[src/rtl/pdm_mic_pkg.sv]
package pdm_mic_pkg;

  // Strobes passed from the control to the datapath
  typedef struct packed {
    logic riseStb;   // microphone clock has just gone high
    logic capStb;    // capture window: take the synchronised bit now
  } pdmStrobes_t;

  localparam int DEF_HALF_DIV      = 21;
  localparam int DEF_CAPTURE_DELAY = 3;
  localparam int DEF_SYNC_STAGES   = 2;

endpackage

[src/rtl/pdm_mic_ctrl.sv]
module pdm_mic_ctrl
  import pdm_mic_pkg::*;
#(
  parameter int HALF_DIV      = DEF_HALF_DIV,
  parameter int CAPTURE_DELAY = DEF_CAPTURE_DELAY
) (
  input  logic        clk,
  input  logic        rst,
  input  logic        edgeSel,
  output logic        micClk,
  output pdmStrobes_t strobes
);

  localparam int CNT_W = (HALF_DIV > 1) ? $clog2(HALF_DIV) : 1;
  localparam logic [CNT_W-1:0] LAST_CNT = CNT_W'(HALF_DIV - 1);
  localparam logic [CNT_W-1:0] CAP_CNT  = CNT_W'(CAPTURE_DELAY - 1);

  logic [CNT_W-1:0] divCnt;
  logic             armed;      // set once the first clock transition has happened
  logic             wrapNow;
  logic             windowHit;

  assign wrapNow   = (divCnt == LAST_CNT);
  // Count reaches CAP_CNT in the half-period whose level follows the chosen edge
  assign windowHit = armed && (divCnt == CAP_CNT) && (micClk == !edgeSel);

  always_ff @(posedge clk) begin
    if (rst) begin
      divCnt  <= '0;
      micClk  <= 1'b0;
      armed   <= 1'b0;
      strobes <= '0;
    end else begin
      if (wrapNow) begin
        divCnt <= '0;
        micClk <= ~micClk;
        armed  <= 1'b1;
      end else begin
        divCnt <= divCnt + 1'b1;
      end
      strobes.riseStb <= wrapNow && !micClk;
      strobes.capStb  <= windowHit;
    end
  end

  // Check: reset holds the clock low
  logic pastRst;
  always_ff @(posedge clk) pastRst <= rst;
  always @(posedge clk) begin
    if (pastRst) begin
      p_clk_low_rst_r1: assert (!micClk && strobes == '0)
        else $error("micClk or strobes not cleared by reset");
    end
  end

  // Check: the clock only changes after a full half-period count
  p_half_period_r2: assert property (@(posedge clk) disable iff (rst)
    (micClk != $past(micClk)) |-> ($past(divCnt) == LAST_CNT));

  // Check: the rising strobe coincides with the first high cycle
  p_rise_edge_r3: assert property (@(posedge clk) disable iff (rst)
    strobes.riseStb |-> (micClk && !$past(micClk)));

  // Check: a capture window lies in the half-period selected by edgeSel
  p_cap_level_r5: assert property (@(posedge clk) disable iff (rst)
    strobes.capStb |-> (micClk == !$past(edgeSel)));

endmodule

[src/rtl/pdm_mic_dp.sv]
module pdm_mic_dp
  import pdm_mic_pkg::*;
#(
  parameter int SYNC_STAGES = DEF_SYNC_STAGES
) (
  input  logic        clk,
  input  logic        rst,
  input  logic        micData,
  input  pdmStrobes_t strobes,
  output logic        dataBit,
  output logic        dataValid
);

  logic [SYNC_STAGES-1:0] syncReg;
  logic                   syncBit;

  generate
    if (SYNC_STAGES == 1) begin : g_sync_one
      always_ff @(posedge clk) begin
        if (rst) syncReg <= '0;
        else     syncReg <= micData;
      end
    end else begin : g_sync_chain
      always_ff @(posedge clk) begin
        if (rst) syncReg <= '0;
        else     syncReg <= {syncReg[SYNC_STAGES-2:0], micData};
      end
    end
  endgenerate

  assign syncBit = syncReg[SYNC_STAGES-1];

  always_ff @(posedge clk) begin
    if (rst) begin
      dataBit   <= 1'b0;
      dataValid <= 1'b0;
    end else begin
      dataValid <= strobes.capStb;
      if (strobes.capStb) dataBit <= syncBit;
    end
  end

  // Check: valid only follows a capture window
  p_valid_after_cap_r4: assert property (@(posedge clk) disable iff (rst)
    dataValid |-> $past(strobes.capStb));

  // Check: valid is a single-cycle pulse
  p_valid_pulse_r7: assert property (@(posedge clk) disable iff (rst)
    dataValid |=> !dataValid);

  // Check: captured bit holds without a valid pulse
  p_bit_hold_r7: assert property (@(posedge clk) disable iff (rst)
    !dataValid |-> $stable(dataBit));

endmodule

[src/rtl/pdm_mic_sampler.sv]
module pdm_mic_sampler
  import pdm_mic_pkg::*;
#(
  parameter int HALF_DIV      = DEF_HALF_DIV,
  parameter int CAPTURE_DELAY = DEF_CAPTURE_DELAY,
  parameter int SYNC_STAGES   = DEF_SYNC_STAGES
) (
  input  logic clk,
  input  logic rst,
  input  logic edgeSel,
  input  logic micData,
  output logic micClk,
  output logic riseStb,
  output logic dataBit,
  output logic dataValid
);

  pdmStrobes_t strobes;

  pdm_mic_ctrl #(
    .HALF_DIV      (HALF_DIV),
    .CAPTURE_DELAY (CAPTURE_DELAY)
  ) u_ctrl (
    .clk     (clk),
    .rst     (rst),
    .edgeSel (edgeSel),
    .micClk  (micClk),
    .strobes (strobes)
  );

  pdm_mic_dp #(
    .SYNC_STAGES (SYNC_STAGES)
  ) u_dp (
    .clk       (clk),
    .rst       (rst),
    .micData   (micData),
    .strobes   (strobes),
    .dataBit   (dataBit),
    .dataValid (dataValid)
  );

  assign riseStb = strobes.riseStb;

endmodule

[config.mk]
export PLATFORM = sky130hd
export DESIGN_NAME = pdm_mic_sampler
export DESIGN_NICKNAME = d
export VERILOG_FILES = /design/src/rtl/pdm_mic_pkg.sv /design/src/rtl/pdm_mic_ctrl.sv /design/src/rtl/pdm_mic_dp.sv /design/src/rtl/pdm_mic_sampler.sv
export SDC_FILE = /design/constraint.sdc
export NUM_CORES = 1
export LEC_CHECK = 0
export BUFFER_PORTS_ARGS = -buffer_cell sky130_fd_sc_hd__buf_4
export CAP_MARGIN = 10
export CORE_AREA = 5 5 42 44
export DETAILED_ROUTE_END_ITERATION = 16
export DIE_AREA = 0 0 47 49
export PLACE_DENSITY = 0.63
export REMOVE_ABC_BUFFERS = 1
export SLEW_MARGIN = 20
export SYNTH_ARGS = -nofsm -noshare
export SYNTH_HDL_FRONTEND = slang
export SYNTH_SLANG_ARGS = --single-unit
[constraint.sdc]
create_clock -name clk -period 1.4 [get_ports clk]
set_clock_uncertainty 0.05 [all_clocks]
set_input_delay 0.28 -clock clk [delete_from_list [all_inputs] [get_ports clk]]
set_output_delay 0.28 -clock clk [all_outputs]
set_load 0.02 [all_outputs]
# Yosys cells after proc, flatten, opt, wreduce, memory -nomap -nowiden
# Cells that the tools add are included.
# Widths: inputs -> output; s select.
classes:
  add_sub_neg: 1
  eq_ne: 3
  n_bitwise: 1
  reduce_logical: 6
ops:
  columns: ["cell", "n"]
  rows:
  - ["$add 5x1->5 const B", 1]
  - ["$eq 5x2->1 const B", 1]
  - ["$eq 5x5->1 const B", 1]
  - ["$logic_and 1x1->1", 3]
  - ["$logic_not 1->1", 2]
  - ["$reduce_or 2->1", 1]
  - ["$eq 1x1->1", 1]
  - ["$not 1->1", 1]
word_totals:
  register_bits: 13
  in_bits: 4
  out_inout_bits: 4

# Depth between registers and ports, before layout
depth:
  word_depth: 3
  depth_mapped: 6
  mapped_depth_nobuf: 5

# Hierarchy
# Synthesis repeated with hierarchy kept, for this count alone.
hier_totals:
  cells_unflattened: 50
  hier_area_um2: 513.0
by_module_without_submodules:
  columns: ["mod", "instances", "cells_each", "area_each_um2"]
  rows:
  - ["pdm_mic_ctrl", 1, 41, 400.4]
  - ["pdm_mic_dp", 1, 9, 112.6]

# Least setup slack after synthesis
# Ideal clock, no wire load.
synth_timing:
  path_kind: "reg2reg"
  startpoint: "register u_ctrl.divCnt[0]"
  endpoint: "register u_ctrl.micClk"
  setup_time_ns: 0.129
  t_arrival_ns: 1.151
  required_ns: 1.221
  slack_ns: 0.070
  path_stages_with_launch: 7
  period_less_slack_ns: 1.330
  cell_sequence: "dfxtp_1 > inv_1 > ha_1 > and4b_2 > buf_2 > xnor2_1 > nor2_1"
synth_via:
  elab_chain_cells: 1
synth_lines:
  columns: ["item", "line", "text"]
  rows:
  - ["start: declaration", "pdm_mic_ctrl.sv:18", "logic [CNT_W-1:0] divCnt;"]
  - ["start signal: assignment", "pdm_mic_ctrl.sv:39", "divCnt <= divCnt + 1'b1;"]
  - ["$eq 5x5->1", "pdm_mic_ctrl.sv:23", "assign wrapNow = (divCnt == LAST_CNT);"]
  - ["end signal: assignment", "pdm_mic_ctrl.sv:36", "micClk <= ~micClk;"]
  - ["end: declaration", "pdm_mic_ctrl.sv:10", "output logic micClk,"]
# Every way passes these cells.
# A chain may end at the register's enable or synchronous reset.

# Worst setup path in the final report
# Same ends and word-level chain as after synthesis.

==> out/qor.yml <==
nets: 70
layout-drive-gt1-share_pct: 25.8
path_clk_slew_ns: 0.08
postCtsSetupBuffers: 0
yosysTopAreaCell: "dfxtp_1"
postSynthCellCount: 50
grt_max_degree: 14
seq_power_share_pct: 58.6
crit_path_top_delay_cell: "dfxtp_2"
post_dp_cell_area_um2: 599
critPathMaxStageDelay_ns: 0.36
dieArea_um2: 2300
die_h_um: 49
setup_violations: 0
clock_path_buffers: 2
power_frac_clock_pct: 34.8
slew_headroom_pct: 88.8
cp_max_fo: 5
cts_tree: "built"
syn2layout_area_growth_pct: 22.2
synth-main-ff-cell: "dfxtp_1"
period_share_pct: 90.8
min_path_cells: 2
synth_async_sr_flop_share_pct: 0
finalWorstSetupSlack_ns: 0.128
synth_area_um2: 513
start_util_pct: 36.6
synthDistinctLibCells: 22
core_um2: 1400
io_pins: 8
multi_input_area_um2: 236
hp-start: "micData"
rows: 14
yosysTopAreaCellShare_pct: 50.7
numPortBuffers: 7
wl_per_cell_um: 10.8
ir_drop_uv: 503
r2r_start: "u_ctrl.divCnt[0]"
cp_num_buf_inv: 1
clk_latency_ns: 0.27
ant_nets: 0
postLayoutCellArea_um2: 627
intPower_uw: 513
ys_seq_elements: 13
firstDrtPassIters: 2
synth_edf_count: 0
die_w_um: 47
fmax_ghz: 0.786
p_sw_uw: 147
p_sw_share_pct: 22.3
cap_viol_max_count: 0
rsz0062_at_grt: "false"
clock_tree.root_cell: "clkbuf_4"
gr-usage-met3_pct: 2.21
dp_cells: 74
arrival_ns: 1.40
rrSetupSlack_ns: 0.13
synth_common_cells: "13 x dfxtp_1, 5 x nor2_1, 4 x nor2b_1"
grt_pass1_wl_um: 1460
instances_no_fill: 78
hold_class: "primary input to register"
p_leak_nw: 0.254
outcome: "finished clean"
reg2reg_depth: 5
hold_violations: 0
seqCellArea_um2: 262
cts_hold_buffers: 0
hold_end: "u_dp.syncReg[0]"
grtUsageMet1_pct: 12.1
grt_overflow: 0
grt.busiest_layer: "met1"
totalNegativeSetupSlack_ns: 0
fillers: 142
crit_path_end_kind: "register"
yosysWarnings: 0
n_antenna_cell: 0
grt_pass1_vias: 336
cts_buffers: 3
crit_family: "flip-flops"
avgViaCountPerCell: 4.76
drt-initial-drc-count: 2
r2r-end: "u_ctrl.micClk"
cts_max_level: 1
criticalPathCategory: "register to register"
drc_errors: 0
globalplace.congestion: 0.725
worstPathCellList: "inv_1 > ha_1 > and4b_2 > xnor2_1 > nor2_1"
routed_wl_um: 839
yosysMostFrequentCell: "dfxtp_1"
p_per_area_nw_per_um2: 1050
antenna_found_initial: 0
grt_use_total_pct: 8.99
grtUsageMet2_pct: 11.8
p_comb_share_pct: 6.6
place_ws_ns: 0.0860
crit_path_start_kind: "register"
vias: 371
fin_util_pct: 44.7
drv_slew: 0
cts.sinks: 13
tightest_slew_ns: 0.167
syn_area_per_cell_um2: 10.3
yosysSeqAreaShare_pct: 50.7
worstPathRequired_ns: 1.52
synth.area.top_cells: "dfxtp_1 51%, ha_1 7.3%, nor2b_1 4.9%"
fin_crit_ns: 1.27
[sequential cells by signal, summed over array words and instances (netlist names)]
signal and flops:
u_dp.syncReg 2, u_ctrl.divCnt 5, u_dp.dataValid 1, u_dp.dataBit 1, u_ctrl.strobes 2, u_ctrl.micClk 1, u_ctrl.armed 1
[cell usage in the layout, fill, tap and decap left out]
cell type / n
a21oi_1: 2
a31oi_1: 1
and4b_2: 1
buf_4: 10
clkbuf_1: 1
clkbuf_4: 3
dfxtp_1: 12
dfxtp_2: 1
ha_1: 3
inv_1: 2
mux2i_1: 2
nand2_1: 2
nand2b_1: 1
nand3_1: 1
nand3b_1: 1
nand4b_1: 1
nor2_1: 5
nor2b_1: 4
nor3_1: 1
nor3b_1: 2
nor4b_2: 1
o21ai_0: 2
or4b_1: 1
xnor2_1: 2
[cell type report]
cell class              count  area share [%]
clock buffers               4            4.19
inverters                   2            1.20
multi-input cells          33            37.7
flip-flops and latches     13            41.7
well taps                  16            3.19
repair buffers             10            12.0
[layer usage]
layer | vias up | wire [um]
met5 | - | 0
met4 | 0 | 9
met3 | 2 | 37
met2 | 7 | 370
met1 | 170 | 421
li1 | 192 | -
[repair_timing]
action / CTS / global route
hold endpoints to repair: 0 / 0
setup endpoints to repair: 0 / 1
resized for setup: 0 / 1
[worst max-delay path by stage]
| stage | startpoint | to | slack [ns] | depth (start not counted) |
|---|---|---|---|---|
| after CTS | u_ctrl.divCnt[0] | u_ctrl.micClk | 0.06 | 5 |
| after floorplan | u_ctrl.divCnt[0] | u_ctrl.micClk | 0.17 | 5 |
| after global placement | u_ctrl.divCnt[0] | u_ctrl.micClk | 0.13 | 5 |
| final | u_ctrl.divCnt[0] | u_ctrl.micClk | 0.13 | 5 |
| after global routing | u_ctrl.divCnt[0] | u_ctrl.micClk | 0.006 | 5 |
| after detailed placement | u_ctrl.divCnt[0] | u_ctrl.micClk | 0.09 | 5 |
[per-stage QoR]
step | power [mW] | hold slack, ns
after detailed placement | 0.439 | 0.377
after global placement | 0.438 | 0.373
after CTS | 0.673 | 0.164
after global routing | 0.697 | 0.159
after floorplan | 0.418 | 0.299
final | 0.660 | 0.171
[power groups by stage]
stage	registers [mW]	clock network (mW)	logic [mW]
4_1_cts	0.386	0.242	0.0446
2_1_floorplan	0.395	0	0.0232
6_report	0.386	0.230	0.0438
3_3_place_gp	0.394	0	0.0439
5_1_grt	0.387	0.257	0.0516
3_5_place_dp	0.395	0	0.0442
[worst reg2reg max path: cells and delay by family, from the launching register on]
kind | cells | cell delay [ns]
XOR/XNOR | 1 | 0.14
adder cells (fa/ha/maj) | 1 | 0.22
buffers and inverters | 1 | 0.06
flip-flops | 1 | 0.36
AND/OR/NAND/NOR | 2 | 0.34
[logic make-up after synthesis]
| logic type | count (synthesis) | synth area share [%] |
|---|---|---|
| AOI/OAI and AO/OA | 5 | 5.12 |
| xor gates and xnor gates | 2 | 3.42 |
| adders and majority gates | 3 | 7.32 |
| buffers and inverters | 4 | 3.17 |
| DFF | 13 | 50.7 |
| muxes | 2 | 3.90 |
| and+or+nand+nor | 21 | 26.3 |
Power figures use the tool's default switching activity.
